### config.mk
export PLATFORM = sky130hd
export DESIGN_NAME = rpp_csk_adder
export DESIGN_NICKNAME = d
export VERILOG_FILES = /design/src/rtl/rpp_pkg.sv /design/src/rtl/rpp_fa_cell.sv /design/src/rtl/rpp_cswap_cell.sv /design/src/rtl/rpp_fanout_cell.sv /design/src/rtl/rpp_csk_adder.sv
export SDC_FILE = /design/constraint.sdc
export NUM_CORES = 1
export LEC_CHECK = 0
export ABC_AREA = 1
export CORE_MARGIN = 3
export CORE_UTILIZATION = 40
export DETAILED_ROUTE_END_ITERATION = 16
export DONT_BUFFER_PORTS = 1
export GPL_ROUTABILITY_DRIVEN = 0
export PLACE_DENSITY = 0.5
export RECOVER_POWER = 25
export SLEW_MARGIN = 20
export SYNTH_ARGS = -nofsm -noshare
export SYNTH_HDL_FRONTEND = slang
export SYNTH_SLANG_ARGS = --single-unit
### constraint.sdc
create_clock -name vclk -period 5.6
set_input_delay 0.56 -clock vclk [all_inputs]
set_output_delay 0.56 -clock vclk [all_outputs]
set_load 0.05 [all_outputs]
### src/rtl/rpp_pkg.sv
package rpp_pkg;

  // Five-input full-adder gate with two constant inputs (d, e).
  // Output order: {garb, carry, sum, prop, pass_a} as bits [4:0].
  function automatic logic [4:0] fa_gate(input logic a, input logic b,
                                         input logic c, input logic d,
                                         input logic e);
    logic q;
    logic s;
    logic k;
    q = a ^ b;
    s = q ^ c;
    k = (q & c) ^ (a & b) ^ d;
    return {b ^ e ^ k, k, s, q, a};
  endfunction

  // Controlled swap: bit0 = a, bit1 = a'b ^ ac, bit2 = a'c ^ ab.
  function automatic logic [2:0] cswap_gate(input logic a, input logic b,
                                            input logic c);
    logic o1;
    logic o2;
    o1 = (~a & b) ^ (a & c);
    o2 = (~a & c) ^ (a & b);
    return {o2, o1, a};
  endfunction

  // Double XOR: bit0 = a, bit1 = a ^ b, bit2 = a ^ c.
  function automatic logic [2:0] dxor_gate(input logic a, input logic b,
                                           input logic c);
    return {a ^ c, a ^ b, a};
  endfunction

  function automatic int site_count(input int w);
    return 8 * w + 3;
  endfunction

endpackage

### src/rtl/rpp_fa_cell.sv
module rpp_fa_cell (
  input  logic       a,
  input  logic       b,
  input  logic       c,
  input  logic [4:0] flip,
  output logic       prop,
  output logic       sum,
  output logic       carry,
  output logic       bad
);
  import rpp_pkg::*;

  logic [4:0] raw;
  logic [4:0] outv;
  logic       in_par;

  always_comb begin
    raw    = fa_gate(a, b, c, 1'b0, 1'b0);
    outv   = raw ^ flip;
    in_par = a ^ b ^ c;
    bad    = in_par ^ (^outv);
    prop   = outv[1];
    sum    = outv[2];
    carry  = outv[3];
  end
endmodule

### src/rtl/rpp_cswap_cell.sv
module rpp_cswap_cell #(
  parameter int PICK = 2
) (
  input  logic       a,
  input  logic       b,
  input  logic       c,
  input  logic [2:0] flip,
  output logic       y,
  output logic       bad
);
  import rpp_pkg::*;

  logic [2:0] outv;

  always_comb begin
    outv = cswap_gate(a, b, c) ^ flip;
    bad  = (a ^ b ^ c) ^ (^outv);
    y    = outv[PICK];
  end
endmodule

### src/rtl/rpp_fanout_cell.sv
module rpp_fanout_cell (
  input  logic       a,
  input  logic [2:0] flip,
  output logic       y0,
  output logic       y1,
  output logic       bad
);
  import rpp_pkg::*;

  logic [2:0] outv;

  always_comb begin
    outv = dxor_gate(a, 1'b0, 1'b0) ^ flip;
    bad  = a ^ (^outv);
    y0   = outv[0];
    y1   = outv[1];
  end
endmodule

### src/rtl/rpp_csk_adder.sv
module rpp_csk_adder #(
  parameter int W      = 4,
  parameter int NSITE  = 8 * W + 3,
  parameter int SITE_W = $clog2(NSITE)
) (
  input  logic [W-1:0]      a,
  input  logic [W-1:0]      b,
  input  logic              cin,
  input  logic              fi_en,
  input  logic [SITE_W-1:0] fi_sel,
  output logic [W-1:0]      sum,
  output logic              cout,
  output logic              par_err
);
  localparam int FAN_BASE = 5 * W;
  localparam int AND_BASE = FAN_BASE + 3;
  localparam int MUX_BASE = AND_BASE + 3 * (W - 1);
  localparam int NGATE    = W + 1 + (W - 1) + 1;

  logic [NSITE-1:0] flt;
  logic [NGATE-1:0] bad;
  logic [W:0]       rc;
  logic [W-1:0]     prop;
  logic [W-2:0]     and_ch;
  logic             cin_rip;
  logic             cin_skip;
  logic             skip_all;
  logic             ripple_c;

  always_comb begin
    for (int s = 0; s < NSITE; s++) begin
      flt[s] = fi_en && (fi_sel == SITE_W'(s));
    end
  end

  rpp_fanout_cell u_fan (
    .a    (cin),
    .flip (flt[FAN_BASE +: 3]),
    .y0   (cin_rip),
    .y1   (cin_skip),
    .bad  (bad[W])
  );

  assign rc[0] = cin_rip;

  generate
    for (genvar i = 0; i < W; i++) begin : g_fa
      rpp_fa_cell u_fa (
        .a     (a[i]),
        .b     (b[i]),
        .c     (rc[i]),
        .flip  (flt[5*i +: 5]),
        .prop  (prop[i]),
        .sum   (sum[i]),
        .carry (rc[i+1]),
        .bad   (bad[i])
      );
    end

    for (genvar k = 0; k < W - 1; k++) begin : g_and
      logic lhs;
      if (k == 0) begin : g_first
        assign lhs = prop[0];
      end else begin : g_next
        assign lhs = and_ch[k-1];
      end
      rpp_cswap_cell #(.PICK(2)) u_and (
        .a    (lhs),
        .b    (prop[k+1]),
        .c    (1'b0),
        .flip (flt[AND_BASE + 3*k +: 3]),
        .y    (and_ch[k]),
        .bad  (bad[W + 1 + k])
      );
    end
  endgenerate

  assign skip_all = and_ch[W-2];
  assign ripple_c = rc[W];

  rpp_cswap_cell #(.PICK(1)) u_mux (
    .a    (skip_all),
    .b    (ripple_c),
    .c    (cin_skip),
    .flip (flt[MUX_BASE +: 3]),
    .y    (cout),
    .bad  (bad[NGATE-1])
  );

  assign par_err = |bad;

endmodule

# Word level (Yosys, flattened, before mapping)
# Cells that the tools add are included.
[classes]
eq_ne = 34
n_bitwise = 63
reduce_logical = 46
[op_table]
columns = ["operator", "count"]
rows = [
  ["6-bit by 5-bit equality test with 1-bit output, second input constant", 16],
  ["6-bit by 4-bit equality test with 1-bit output, second input constant", 8],
  ["1-bit logical AND", 35],
  ["1-bit bitwise XOR", 32],
  ["6-bit by 3-bit equality test with 1-bit output, second input constant", 4],
  ["5-bit XOR reduction", 4],
  ["5-bit bitwise XOR", 4],
  ["1-bit AND", 18],
  ["6-bit equality test, second input constant", 3],
  ["3-bit XOR reduction", 5],
  ["3-bit bitwise XOR", 5],
  ["6-bit by 2-bit equality test with 1-bit output, second input constant", 2],
  ["9-bit OR reduction", 1],
  ["6-bit by 1-bit equality test with 1-bit output, second input constant", 1],
  ["6-bit logical NOT", 1],
  ["1-bit inverter", 4],
]
[word_totals]
ff_bits = 0
output_inout_bits = 6

# Depth between registers and ports, before layout
# Gate-level depths: netlist of run 1.
[depth]
word_depth = 28
depth_mapped = 31
mapped_depth_nobuf = 30

# Cells and area by module
# Synthesis of run 1 repeated with hierarchy kept, for this count alone.
[unflattened]
hier_cells = 377
hier_area_um2 = 1819.2
[by_module_without_submodules]
columns = ["module", "instances", "cells_each", "area_each_um2", "seq_area_each_um2"]
rows = [
  ["rpp_fa_cell", 4, 54, 261.5, 0.0],
  ["rpp_csk_adder", 1, 80, 347.8, 0.0],
  ["rpp_cswap_cell at g_and[0].u_and ...", 3, 7, 50.0, 0.0],
  ["rpp_cswap_cell at u_mux", 1, 30, 143.9, 0.0],
  ["rpp_fanout_cell", 1, 30, 131.4, 0.0],
]

# Worst setup path before layout of run 1
# Ideal clock, no wire load.
[synth_path]
path_type = "input -> output"
start = "input fi_sel[5]"
end = "output par_err"
arrival_time_ps = 4442
slack_ps = 598
path_stages = 24
n_path_buf = 0
cell_sequence = "inv_2 nand3_1 nor2_1 xnor2_1 fa_1 xnor2_1 fa_1 o21ai_0 nand2_1 fa_1 nand3b_1 nand2_1 inv_1 fa_1 xnor2_1 xor2_1 inv_1 nand2_1 nand2_1 nand3b_1 nand2_1 nand2_1 nor2_1 nand3_1"
[synth_between]
elab_chain_len = 21
word_cells_on_any_way = 135
classes_between = "eq/ne (34); bitwise (55); reduce/logical (46)"
[synth_rtl]
columns = ["item", "line", "text"]
rows = [
  ["start, declared", "rpp_csk_adder.sv:10", "input logic [SITE_W-1:0] fi_sel,"],
  ["6-bit by 5-bit equality test with 1-bit output", "rpp_csk_adder.sv:32", "flt[s] = fi_en && (fi_sel == SITE_W'(s));"],
  ["1-bit logical AND", "rpp_csk_adder.sv:32", ""],
  ["3-bit bitwise XOR", "rpp_fanout_cell.sv:13", "outv = dxor_gate(a, 1'b0, 1'b0) ^ flip;"],
  ["1-bit AND", "rpp_pkg.sv:13", "k = (q & c) ^ (a & b) ^ d;"],
  ["1-bit bitwise XOR", "rpp_pkg.sv:13", ""],
  ["5-bit bitwise XOR", "rpp_fa_cell.sv:19", "outv = raw ^ flip;"],
  ["1-bit AND", "rpp_pkg.sv:13", ""],
  ["1-bit bitwise XOR", "rpp_pkg.sv:13", ""],
  ["[... 5 more ...]", "n/a", ""],
  ["1-bit bitwise XOR", "rpp_pkg.sv:13", ""],
  ["5-bit bitwise XOR", "rpp_fa_cell.sv:19", ""],
  ["1-bit AND (on tied branches)", "rpp_pkg.sv:22, rpp_pkg.sv:23", ""],
  ["1-bit bitwise XOR (on tied branches)", "rpp_pkg.sv:22, rpp_pkg.sv:23", ""],
  ["3-bit bitwise XOR", "rpp_cswap_cell.sv:16", "outv = cswap_gate(a, b, c) ^ flip;"],
  ["3-bit XOR reduction", "rpp_cswap_cell.sv:17", "bad = (a ^ b ^ c) ^ (^outv);"],
  ["1-bit bitwise XOR", "rpp_cswap_cell.sv:17", ""],
  ["9-bit OR reduction (*)", "rpp_csk_adder.sv:90", "assign par_err = |bad;"],
  ["end, declared", "rpp_csk_adder.sv:13", "output logic par_err"],
]
# Mark *: on every way between the ends. The rest lies on a longest branch, timed or not.

# Final worst setup path of run 1
[layout_path]
start = "input fi_sel[0]"
end = "output par_err"
# Same word-level chain as after synthesis.

==> results of run 1 <==
cell usage after synthesis:
master,number,area share (%)
sky130_fd_sc_hd__nand2_4,1,0.65
sky130_fd_sc_hd__o21ai_0,2,0.58
sky130_fd_sc_hd__fa_1,4,4.6
sky130_fd_sc_hd__xor2_2,3,2.8
sky130_fd_sc_hd__nand2_1,128,28
sky130_fd_sc_hd__nand3b_1,8,3.5
sky130_fd_sc_hd__a21oi_1,3,0.87
sky130_fd_sc_hd__inv_2,5,1.1
sky130_fd_sc_hd__nor2_2,5,1.8
sky130_fd_sc_hd__xor2_1,11,5.6
sky130_fd_sc_hd__ha_1,10,7.3
sky130_fd_sc_hd__nor2_4,5,3.3
sky130_fd_sc_hd__buf_6,2,1.3
sky130_fd_sc_hd__or2_2,1,0.36
sky130_fd_sc_hd__xnor2_1,9,4.6
sky130_fd_sc_hd__nand3_2,1,0.58
sky130_fd_sc_hd__a21o_1,1,0.44
sky130_fd_sc_hd__inv_1,45,9.8
sky130_fd_sc_hd__nand2_2,13,4.7
sky130_fd_sc_hd__nor2_1,18,3.9
sky130_fd_sc_hd__nand3_1,35,10
sky130_fd_sc_hd__buf_4,4,1.7
sky130_fd_sc_hd__nand2b_1,3,1.1
sky130_fd_sc_hd__nor3_1,2,0.58
sky130_fd_sc_hd__nand4_1,2,0.73
power by group through the flow:
stage	registers [mW]	logic [mW]	clock network, mW
2_1_floorplan	0	0.200	0
3_3_place_gp	0	0.232	0
3_5_place_dp	0	0.232	0
4_1_cts	0	0.233	0
5_1_grt	0	0.262	0
6_report	0	0.229	0
kinds of logic (layout without fill, tap and decap cells):
group                    count (synthesis)  count (layout)
AND/OR/NAND/NOR                        222             222
AO/OA/AOI/OAI                            6               6
buffers and inverters                   56              55
XOR/XNOR                                23              23
adder cells (fa/ha/maj)                 14              14
critical path: stages:
cell	delay [ps]
sky130_fd_sc_hd__nor2_2	180
sky130_fd_sc_hd__nand2_1	120
sky130_fd_sc_hd__nor2_1	130
sky130_fd_sc_hd__xnor2_1	90
sky130_fd_sc_hd__fa_1	370
sky130_fd_sc_hd__xnor2_1	150
sky130_fd_sc_hd__fa_1	430
sky130_fd_sc_hd__o21ai_0	100
sky130_fd_sc_hd__nand2_1	110
sky130_fd_sc_hd__fa_1	420
sky130_fd_sc_hd__nand3b_1	170
sky130_fd_sc_hd__nand2_1	90
sky130_fd_sc_hd__inv_1	70
sky130_fd_sc_hd__fa_1	420
sky130_fd_sc_hd__xnor2_1	210
sky130_fd_sc_hd__xor2_1	190
sky130_fd_sc_hd__inv_1	50
sky130_fd_sc_hd__nand2_1	50
sky130_fd_sc_hd__nand2_1	60
sky130_fd_sc_hd__nand3b_1	150
sky130_fd_sc_hd__nand2_1	60
sky130_fd_sc_hd__nand2_1	60
sky130_fd_sc_hd__nor2_1	90
sky130_fd_sc_hd__nand3_1	80
sky130_fd_sc_hd__buf_4	190
layout by cell type (no fill, tap or decap), drive strengths merged:
| master | instances |
|---|---|
| nand2 | 142 |
| nand3 | 36 |
| xnor2 | 9 |
| nor2 | 28 |
| nand4 | 2 |
| o21ai | 2 |
| a21oi | 3 |
| nor3 | 2 |
| a21o | 1 |
| xor2 | 14 |
| nand2b | 3 |
| inv | 50 |
| nand3b | 8 |
| ha | 10 |
| buf | 5 |
| fa | 4 |
| or2 | 1 |
worst min path at each step:
stage                     cells after the start      start     end  slack (ps)
after global routing                          5  fi_sel[3]  sum[1]        1630
after floorplan                               4  fi_sel[5]  sum[0]        1500
after CTS                                     5  fi_sel[3]  sum[1]        1600
final                                         5  fi_sel[3]  sum[1]        1600
after global placement                        5  fi_sel[3]  sum[1]        1610
after detailed placement                      5  fi_sel[3]  sum[1]        1600
metal layers:
layer,GRT usage [%],wire [µm],vias up
li1,-,-,966
met1,24.3,2090,761
met2,27.2,1920,17
met3,0.982,115,0
met4,0,0,0
met5,0,0,-
layout make-up:
class	instances	area [µm²]
Fill cell	482	2320
Multi-Input combinational cell	265	1480
Timing Repair Buffer	5	37.5
Tap cell	50	62.6
Inverter	50	188
per-stage QoR:
step                setup slack, ps  cell area (µm²)  instances  utilization [%]
global route                   56.4             1760        370             43.1
floorplan                       598             1720        321                -
global placement                451             1770        370             43.3
finish                          404             1760        370             43.1
detailed placement              410             1770        370             43.3
CTS                             408             1770        370             43.3
==> impl_metrics.prom, run 1 <==
# TYPE chip_impl_metric gauge
chip_impl_metric{name="port-buffer-count",unit=""} 0
chip_impl_metric{name="power.switching_fraction",unit="%"} 65.3
chip_impl_info{name="rsz0062_at_grt",value="false"} 1
chip_impl_metric{name="nFlopsAndLatches",unit=""} 0
chip_impl_metric{name="num-nets-final",unit=""} 352
chip_impl_metric{name="cts_resized",unit=""} 0
chip_impl_info{name="end_kind",value="primary output"} 1
chip_impl_info{name="synth_top_family_by_area",value="simple AND/OR/NAND/NOR gates"} 1
chip_impl_metric{name="dp_hpwl",unit="mm"} 3.65
chip_impl_metric{name="hold_slack",unit="ps"} 1600
chip_impl_metric{name="drt.antenna.violating_nets",unit=""} 0
chip_impl_metric{name="achievable-frequency",unit="MHz"} 192
chip_impl_metric{name="detail_route.vias_per_cell",unit=""} 4.71
chip_impl_metric{name="report.final.setup_viol",unit=""} 0
chip_impl_info{name="crit_path_start_kind",value="input pin"} 1
chip_impl_metric{name="synthAdderAreaFrac",unit="%"} 11.9
chip_impl_metric{name="initialDrtViolationCount",unit=""} 52
chip_impl_info{name="min-delay-path-class",value="in -> out"} 1
chip_impl_metric{name="grt_pass1_wl",unit="mm"} 6.89
chip_impl_metric{name="seq_area_frac_synth",unit="%"} 0
chip_impl_metric{name="die_y",unit="µm"} 71.6
chip_impl_metric{name="p_per_area",unit="mW/mm²"} 130
chip_impl_info{name="worstSetupStartpoint",value="fi_sel[0]"} 1
chip_impl_info{name="worstSetupPathType",value="in -> out"} 1
chip_impl_metric{name="average_wire_length_per_cell_after_detail_routing",unit="µm"} 11.1
chip_impl_metric{name="cts.repair_timing.setup_buffer_count",unit=""} 0
chip_impl_metric{name="effective_utilization_at_floorplan",unit="%"} 42.2
chip_impl_metric{name="fp.dieArea",unit="mm²"} 0.00513
chip_impl_metric{name="timing.critical_path.arrival",unit="ps"} 4640
chip_impl_metric{name="grt_max_degree",unit=""} 18
chip_impl_metric{name="seq_power_share",unit="%"} 0
chip_impl_metric{name="synth_compound_gate_area_share",unit="%"} 1.89
chip_impl_metric{name="wirelength",unit="mm"} 4.12
chip_impl_metric{name="netlist_area_before_placement",unit="mm²"} 0.00172
chip_impl_metric{name="post_synth_and_or_nand_nor_area_fraction",unit="%"} 59.3
chip_impl_metric{name="number_of_max_slew_violations_in_the_final_report",unit=""} 0
chip_impl_metric{name="number_of_antenna_violations_at_the_first_check_in_global_routing",unit=""} 0
chip_impl_metric{name="timing.slew.headroom",unit="%"} 27.0
chip_impl_metric{name="ir_worst_vdd",unit="V"} 0.0000497
chip_impl_metric{name="design_power_total",unit="µW"} 229
chip_impl_metric{name="n_clock_buffer",unit=""} 0
chip_impl_metric{name="drv.max_cap_violation_count",unit=""} 0
chip_impl_metric{name="design.portCount",unit=""} 22
chip_impl_metric{name="num_antenna_cells",unit=""} 0
chip_impl_metric{name="core-area",unit="mm²"} 0.00409
chip_impl_metric{name="max_slew.worst_pin.slew",unit="ps"} 1090
chip_impl_metric{name="layout-drive-gt1-share",unit="%"} 11.9
chip_impl_metric{name="cts_hold_buf",unit=""} 0
chip_impl_metric{name="final_hold_viol_count",unit=""} 0
chip_impl_metric{name="yosys_warnings",unit=""} 0
chip_impl_metric{name="area_overhead_vs_synth",unit="%"} 2.32
chip_impl_metric{name="power.clock.fraction",unit="%"} 0
chip_impl_metric{name="grt.total_usage",unit="%"} 16.2
chip_impl_metric{name="die_x",unit="µm"} 71.6
chip_impl_metric{name="netlist_instances",unit=""} 321
chip_impl_metric{name="intPower",unit="µW"} 79.7
chip_impl_metric{name="total_leakage_power",unit="nW"} 0.973
chip_impl_metric{name="num_rows",unit=""} 23
chip_impl_metric{name="worstPathRequired",unit="ps"} 5040
chip_impl_metric{name="total_switching_power",unit="µW"} 150
chip_impl_metric{name="power.combinational.fraction",unit="%"} 100.0
chip_impl_metric{name="muxShareOfSynthArea",unit="%"} 0
chip_impl_metric{name="gr-total-overflow",unit=""} 0
chip_impl_info{name="status",value="finished clean"} 1
chip_impl_metric{name="synthesis.area_per_instance",unit="µm²"} 5.37
chip_impl_metric{name="area.sequential",unit="µm²"} 0
chip_impl_metric{name="synth_cell_types",unit=""} 25
chip_impl_metric{name="fin_crit",unit="ps"} 5200
chip_impl_metric{name="remaining_drc_errors",unit=""} 0
chip_impl_metric{name="synthXorXnorAreaFrac",unit="%"} 13.0
chip_impl_metric{name="dr_total_vias",unit=""} 1744
chip_impl_metric{name="detail_route.first_pass.iterations",unit=""} 5
chip_impl_info{name="capturing_instance_or_port_of_the_critical_path",value="par_err"} 1
chip_impl_metric{name="tns",unit="ps"} 0
chip_impl_metric{name="number_of_global_route_vias_before_repair",unit=""} 1506
chip_impl_metric{name="synth_fp_nets",unit=""} 351
chip_impl_metric{name="layout_worst_path_cycle_share",unit="%"} 92.8
chip_impl_metric{name="critical_path.max_fanout",unit=""} 4
Note: power is estimated with default switching activity, not from simulation.
==> run 2: changes to the inputs <==
--- a/config.mk
+++ b/config.mk
@@ -11,8 +11,9 @@
 export DETAILED_ROUTE_END_ITERATION = 16
 export DONT_BUFFER_PORTS = 1
 export GPL_ROUTABILITY_DRIVEN = 0
+export MAX_ROUTING_LAYER = met4
 export PLACE_DENSITY = 0.5
-export RECOVER_POWER = 25
+export RECOVER_POWER = 50
 export SLEW_MARGIN = 20
 export SYNTH_ARGS = -nofsm -noshare
 export SYNTH_HDL_FRONTEND = slang
==> impl_metrics.prom, run 2 (synthesis gave the netlist of run 1 again) <==
# TYPE chip_impl_metric gauge
chip_impl_metric{name="die_x",unit="µm"} 71.6
chip_impl_metric{name="fin_crit",unit="ps"} 5200
chip_impl_metric{name="remaining_drc_errors",unit=""} 0
chip_impl_metric{name="port-buffer-count",unit=""} 0
chip_impl_metric{name="area_overhead_vs_synth",unit="%"} 2.18
chip_impl_metric{name="final_hold_viol_count",unit=""} 0
chip_impl_metric{name="effective_utilization_at_floorplan",unit="%"} 42.2
chip_impl_metric{name="cpPeakStageDelay",unit="ps"} 430
chip_impl_metric{name="layout-drive-gt1-share",unit="%"} 11.6
chip_impl_metric{name="dp_hpwl",unit="mm"} 3.65
chip_impl_metric{name="die_y",unit="µm"} 71.6
chip_impl_metric{name="grt_max_degree",unit=""} 18
chip_impl_metric{name="critical_path.max_fanout",unit=""} 4
chip_impl_metric{name="dpl-instance-area",unit="mm²"} 0.00177
chip_impl_info{name="worstSetupPathType",value="in -> out"} 1
chip_impl_metric{name="number_of_max_slew_violations_in_the_final_report",unit=""} 0
chip_impl_metric{name="nFlopsAndLatches",unit=""} 0
chip_impl_info{name="rsz0062_at_grt",value="false"} 1
chip_impl_metric{name="core-area",unit="mm²"} 0.00409
chip_impl_metric{name="max_slew.worst_pin.slew",unit="ps"} 1090
chip_impl_metric{name="total_leakage_power",unit="nW"} 0.973
chip_impl_metric{name="design_power_total",unit="µW"} 229
chip_impl_metric{name="ir_worst_vdd",unit="V"} 0.0000495
chip_impl_metric{name="fp.dieArea",unit="mm²"} 0.00513
chip_impl_metric{name="detail_route.vias_per_cell",unit=""} 4.71
chip_impl_metric{name="num_rows",unit=""} 23
chip_impl_info{name="min-delay-path-class",value="in -> out"} 1
chip_impl_metric{name="number_of_global_route_vias_before_repair",unit=""} 1505
chip_impl_metric{name="grt.total_usage",unit="%"} 16.7
chip_impl_metric{name="drt.antenna.violating_nets",unit=""} 0
chip_impl_metric{name="average_wire_length_per_cell_after_detail_routing",unit="µm"} 11.1
chip_impl_info{name="most_common_cell_after_layout_fill_and_taps_aside",value="sky130_fd_sc_hd__nand2_1"} 1
chip_impl_metric{name="initialDrtViolationCount",unit=""} 54
chip_impl_info{name="crit_path_start_kind",value="input pin"} 1
chip_impl_metric{name="detail_route.first_pass.iterations",unit=""} 4
chip_impl_info{name="path_common_cell",value="sky130_fd_sc_hd__nand2_1"} 1
chip_impl_metric{name="achievable-frequency",unit="MHz"} 192
chip_impl_metric{name="p_per_area",unit="mW/mm²"} 130
chip_impl_metric{name="number_of_antenna_violations_at_the_first_check_in_global_routing",unit=""} 0
chip_impl_metric{name="grt_pass1_wl",unit="mm"} 6.89
chip_impl_metric{name="postLayoutCellArea",unit="mm²"} 0.00176
chip_impl_metric{name="crit_buf_inv",unit=""} 3
chip_impl_metric{name="cts.repair_timing.setup_buffer_count",unit=""} 0
chip_impl_info{name="path_delay_family",value="adder cells"} 1
chip_impl_metric{name="num-nets-final",unit=""} 352
chip_impl_metric{name="timing.critical_path.arrival",unit="ps"} 4640
chip_impl_info{name="status",value="finished clean"} 1
chip_impl_metric{name="num_antenna_cells",unit=""} 0
chip_impl_metric{name="timing.slew.headroom",unit="%"} 27.0
chip_impl_metric{name="report.final.setup_viol",unit=""} 0
chip_impl_metric{name="area.sequential",unit="µm²"} 0
chip_impl_metric{name="gr-total-overflow",unit=""} 0
chip_impl_metric{name="tns",unit="ps"} 0
chip_impl_metric{name="layout_worst_path_cycle_share",unit="%"} 92.8
chip_impl_info{name="slowest_stage",value="sky130_fd_sc_hd__fa_1"} 1
chip_impl_metric{name="cts_resized",unit=""} 0
chip_impl_metric{name="design.portCount",unit=""} 22
chip_impl_metric{name="dr_total_vias",unit=""} 1742
chip_impl_metric{name="n_clock_buffer",unit=""} 0
chip_impl_info{name="end_kind",value="primary output"} 1
chip_impl_info{name="layout.cells.most_common_list",value="sky130_fd_sc_hd__nand2_1 (129), sky130_fd_sc_hd__inv_1 (45), sky130_fd_sc_hd__nand3_1 (35)"} 1
chip_impl_metric{name="wirelength",unit="mm"} 4.12
chip_impl_metric{name="final_core_utilization",unit="%"} 43.1
chip_impl_metric{name="drv.max_cap_violation_count",unit=""} 0
chip_impl_metric{name="worstPathRequired",unit="ps"} 5040
chip_impl_metric{name="cts_hold_buf",unit=""} 0
-- run 2: cell count changes in the layout (fill, tap and decap cells not counted) --
cell	delta
sky130_fd_sc_hd__nand2_2	-1
sky130_fd_sc_hd__nand2_1	+1
-- run 2: layer usage --
metal,wire length (µm),track usage [%],vias up
met2,1920,27.2,15
met5,0,-,-
met3,97,1.12,0
li1,-,-,966
met4,0,0,0
met1,2100,24.2,761
-- run 2: final timing paths --
| path | start | end | slack, ps | cells past startpoint |
|---|---|---|---|---|
| setup / recovery | fi_sel[0] | par_err | 400 | 25 |
| hold / removal | fi_sel[0] | sum[3] | 1650 | 5 |
-- run 2: final cells by class --
type	count	area [µm²]
multi-input cells	265	1470
repair buffers	5	37.5
inverters	50	188
fillers	481	2330
well taps	50	62.6
-- run 2: power by group --
part	switching [mW]	leakage, nW	internal, mW
clock	0	0	0
sequential	0	0	0
combinational	0.150	0.973	0.0795
-- run 2: per-stage QoR --
step,std cells,hold WS [ps],setup slack [ps]
after floorplan,321,1500,598
after global placement,370,1610,451
after detailed placement,370,1600,410
after CTS,370,1600,408
after global routing,370,1680,56.4
final,370,1650,401
-- run 2: worst min-delay path, stage by stage --
cell and delay (ps):
sky130_fd_sc_hd__nand2_4 90, sky130_fd_sc_hd__nor2_2 80, sky130_fd_sc_hd__nand2_2 90, sky130_fd_sc_hd__xor2_2 80
sky130_fd_sc_hd__buf_4 190
